## src/rtl/smb_timeout_mon.sv

```systemverilog
module smb_timeout_mon #(
  parameter int LOW_LIMIT    = 25,
  parameter int FREE_PERIODS = 10
) (
  input  logic clk,
  input  logic rst_n,
  input  logic soft_rst,
  input  logic scl_in,
  input  logic sda_in,
  input  logic src_tick,
  input  logic ms_tick,
  input  logic low_to_en,
  input  logic free_en,
  output logic low_timeout,
  output logic bus_free
);
  localparam int LW = $clog2(LOW_LIMIT + 1);
  localparam int FW = $clog2(FREE_PERIODS + 2);
  localparam logic [LW-1:0] LMAX = LW'(LOW_LIMIT);
  localparam logic [FW-1:0] FMAX = FW'(FREE_PERIODS + 1);

  logic [1:0] scl_q, sda_q;
  logic [LW-1:0] low_cnt;
  logic [FW-1:0] idle_cnt;
  logic hit;

  wire scl_s    = scl_q[1];
  wire sda_s    = sda_q[1];
  wire low_run  = low_to_en & ~scl_s & ~soft_rst;
  wire idle_run = free_en & scl_s & sda_s & ~soft_rst;

  always_ff @(posedge clk or negedge rst_n)
    if (!rst_n) begin
      scl_q <= 2'b11;
      sda_q <= 2'b11;
    end else begin
      scl_q <= {scl_q[0], scl_in};
      sda_q <= {sda_q[0], sda_in};
    end

  always_ff @(posedge clk or negedge rst_n)
    if (!rst_n) begin
      low_cnt <= '0;
      hit     <= 1'b0;
    end else begin
      hit <= low_run & ms_tick & (low_cnt == LMAX - LW'(1));
      if (!low_run)
        low_cnt <= '0;
      else if (ms_tick && low_cnt != LMAX)
        low_cnt <= low_cnt + LW'(1);
    end

  always_ff @(posedge clk or negedge rst_n)
    if (!rst_n)
      idle_cnt <= '0;
    else if (!idle_run)
      idle_cnt <= '0;
    else if (src_tick && idle_cnt != FMAX)
      idle_cnt <= idle_cnt + FW'(1);

  assign low_timeout = hit;
  assign bus_free    = free_en & scl_s & sda_s & (idle_cnt == FMAX);
endmodule

```

## config.mk

```make
export PLATFORM = sky130hd
export DESIGN_NAME = smb_timeout_mon
export DESIGN_NICKNAME = d
export VERILOG_FILES = /design/src/rtl/smb_timeout_mon.sv
export SDC_FILE = /design/constraint.sdc
export NUM_CORES = 1
export LEC_CHECK = 0
export CORE_AREA = 2 2 40 42
export CTS_CLUSTER_DIAMETER = 30
export CTS_CLUSTER_SIZE = 10
export DETAILED_ROUTE_END_ITERATION = 10
export DIE_AREA = 0 0 42 44
export PLACE_DENSITY = 0.69
export SLEW_MARGIN = 20
export SYNTH_ARGS = -nofsm -noshare
export SYNTH_HDL_FRONTEND = slang
export SYNTH_SLANG_ARGS = --single-unit
export TNS_END_PERCENT = 50
```

## constraint.sdc

```tcl
create_clock -name clk -period 2.5 [get_ports clk]
set_input_delay 0.5 -clock clk [delete_from_list [all_inputs] [get_ports clk]]
set_output_delay 0.5 -clock clk [all_outputs]
set_load 0.02 [all_outputs]
```

==> results.json <==
{
  "status": "completed",
  "wirelength_um": 1080,
  "p_int_mw": 0.309,
  "antenna_cells": 0,
  "post_cts_buffers": 0,
  "wl_met3_um": 61,
  "cts_sinks": 14,
  "syn_avg_cell_area_um2": 11.1,
  "cp_slowest_cell": "clkdlybuf4s50_1",
  "clock_path_buffers": 2,
  "fp-row-count": 14,
  "clock_power_share_pct": 32.9,
  "peakVddDrop_uv": 329,
  "crit_top_cell": "clkdlybuf4s50_1",
  "setup_viol": 0,
  "portBuffers": 10,
  "hold_viol": 0,
  "hold_class": "flip-flop to flip-flop",
  "yosysUniqueCellTypes": 24,
  "start_kind": "primary input",
  "dr.pass1.iters": 4,
  "die_area_um2": 1850,
  "relSlewSlack_pct": 58.7,
  "layout-drive-gt1-share_pct": 13.7,
  "rr_endpoint": "low_cnt[0]",
  "crit_path_max_incr_delay_ns": 0.61,
  "grt_pass1_vias": 462,
  "ys_warn_count": 0,
  "finalSetupTns_ns": 0,
  "coreArea_um2": 1420,
  "fin_cells": 89,
  "syn_inst": 60,
  "vias": 476,
  "cts_hold_buffers": 0,
  "pre_cts_ws_ns": 0.236,
  "path_cells": "clkdlybuf4s50_1 -> nand3_1 -> nor2_1 -> clkdlybuf4s50_1",
  "synth-seq-cells": 14,
  "crit_arrival_ns": 1.77,
  "seq_power_share_pct": 60.2,
  "cts-root-buf": "clkbuf_4",
  "leakagePower_nw": 0.349,
  "overflow": 0,
  "syn_to_final_growth_pct": 21.4,
  "dpl.cell_count": 85,
  "drv_cap": 0,
  "via_per_inst": 5.35,
  "slew_viol_final": 0,
  "syn_area_um2": 667,
  "fin_crit_sh_pct": 90.7,
  "tritoncts": "built",
  "start_util_pct": 47.0,
  "top_layer_used": "met4",
  "finalPower_mw": 0.391,
  "grt_max_degree": 15,
  "post-route-drc-count": 0,
  "antenna_left": 0,
  "min_from": "sda_q[0]",
  "place_congestion": 0.758,
  "wl_met1_um": 507,
  "hold_end": "sda_q[1]",
  "path_max_fanout": 2,
  "layout_common_cells": "dfrtp_1, clkdlybuf4s50_1, nor2_1, nand4_1",
  "ff2ff_setup_slack_ns": 1.19,
  "die_y_um": 44,
  "min_period_ns": 2.27,
  "end_kind": "output pin",
  "power_switching_mw": 0.0823,
  "drt_first_iter_violations": 14,
  "wl_per_cell_um": 12.1,
  "dp_hpwl_um": 819,
  "grt_use_total_pct": 14.9,
  "setup_slack_ns": 0.234,
  "p_per_area_nw_per_um2": 484,
  "grt_pass1_wl_um": 1990,
  "required_ns": 2.00,
  "htree_levels": 1,
  "clk_pin_slew_worst_paths_ns": 0.07,
  "fin_worst_skew_ns": 0.00977,
  "syn-num-nets": 73,
  "pwr-share-comb_pct": 6.9,
  "cts_buffers": 3,
  "worstSkewPairLatency_ns": 0.27,
  "grt_setup_unrepaired": "false",
  "worstMarginPinSlew_ns": 0.617,
  "r2r_start": "low_cnt[1]",
  "hold_path_depth": 0,
  "power.share.switching_pct": 21.0,
  "antenna_found_initial": 0,
  "die_w_um": 42,
  "nets": 87,
  "ff2ff_path_depth": 5,
  "worstSetupPathType": "primary input to output pin",
  "fmax_mhz": 441,
  "cts_resized": 0,
  "ioPinCount": 11,
  "dr_wl_met2_um": 496,
  "ys_seq_area_share_pct": 53.3
}
==> cells by family (layout without fill, tap and decap cells) <==
| kind of cell | after synthesis | in the layout | share of synthesized area (%) |
|---|---|---|---|
| buf+inv | 4 | 17 | 2.25 |
| compound gates | 7 | 7 | 8.63 |
| mux | 1 | 1 | 1.50 |
| simple gates | 27 | 27 | 22.9 |
| xor+xnor | 3 | 3 | 3.94 |
| fa+ha+maj | 4 | 4 | 7.50 |
| flops | 14 | 14 | 53.3 |
==> per-layer routing <==
layer  GRT usage [%]  up-vias
met5               0        -
met4            5.81        0
met3            6.67        2
met2            23.4       10
met1            17.9      221
li1                -      243
==> cell usage after synthesis <==
cell type,n,share of area [%]
inv_1,3,1.7
mux2i_1,1,1.5
ha_1,4,7.5
and3_1,1,0.94
nor3b_1,1,1.1
or3b_4,1,1.7
clkbuf_1,1,0.56
nand3b_1,1,1.1
xor2_1,3,3.9
nand2_1,4,2.3
a21bo_2,1,1.5
nor2_1,8,4.5
a32oi_1,1,1.3
nand3_1,2,1.5
a211oi_1,1,1.1
nand4b_1,2,2.6
dfrtp_1,10,38
nor2b_1,1,0.94
dfstp_2,4,16
nand4_1,5,4.7
and4b_1,1,1.5
a31o_2,1,1.3
a211o_1,2,2.6
a21oi_1,1,0.75
==> metrics by stage <==
stage                     utilization [%]  hold slack [ns]  instance area, µm²
after floorplan                         -            0.204                 667
after global placement               55.2            0.346                 783
after detailed placement             55.2            0.347                 783
after CTS                            57.1            0.359                 810
after global routing                 57.1            0.362                 810
final                                57.1            0.357                 810
==> flip-flops by register name, indices dropped and copies added, names as in the netlist <==
signal,cells
idle_cnt,4
low_cnt,5
low_timeout,1
scl_q,2
sda_q,2
==> area by class of cell <==
cell class,count,area (µm²)
inverter,3,11.3
multi-input combinational,42,297
tap,16,20.0
fill,129,609
timing repair buffer,10,100
sequential,14,355
clock buffer,4,26.3
==> power groups by stage <==
stage	combinational [mW]	clock [mW]	sequential, mW
final	0.0270	0.129	0.236
after global routing	0.0299	0.144	0.236
after CTS	0.0276	0.133	0.236
after detailed placement	0.0274	0	0.240
after global placement	0.0269	0	0.240
after floorplan	0.00769	0	0.239
==> worst max-delay path: cells and delay by family <==
family / cells / cell delay (ns)
buffers and inverters: 2 / 1.08
AND/OR/NAND/NOR: 2 / 0.18
==> worst max-delay path by stage <==
stage	from	end	slack, ns	cells after the start
CTS	idle_cnt[0]	bus_free	0.22	4
detailed placement	free_en	bus_free	0.24	4
finish	free_en	bus_free	0.23	4
global placement	free_en	bus_free	0.26	4
global route	idle_cnt[0]	bus_free	0.06	4
floorplan	idle_cnt[0]	bus_free	1.02	3
No activity file was read; power rests on OpenSTA's default activity.
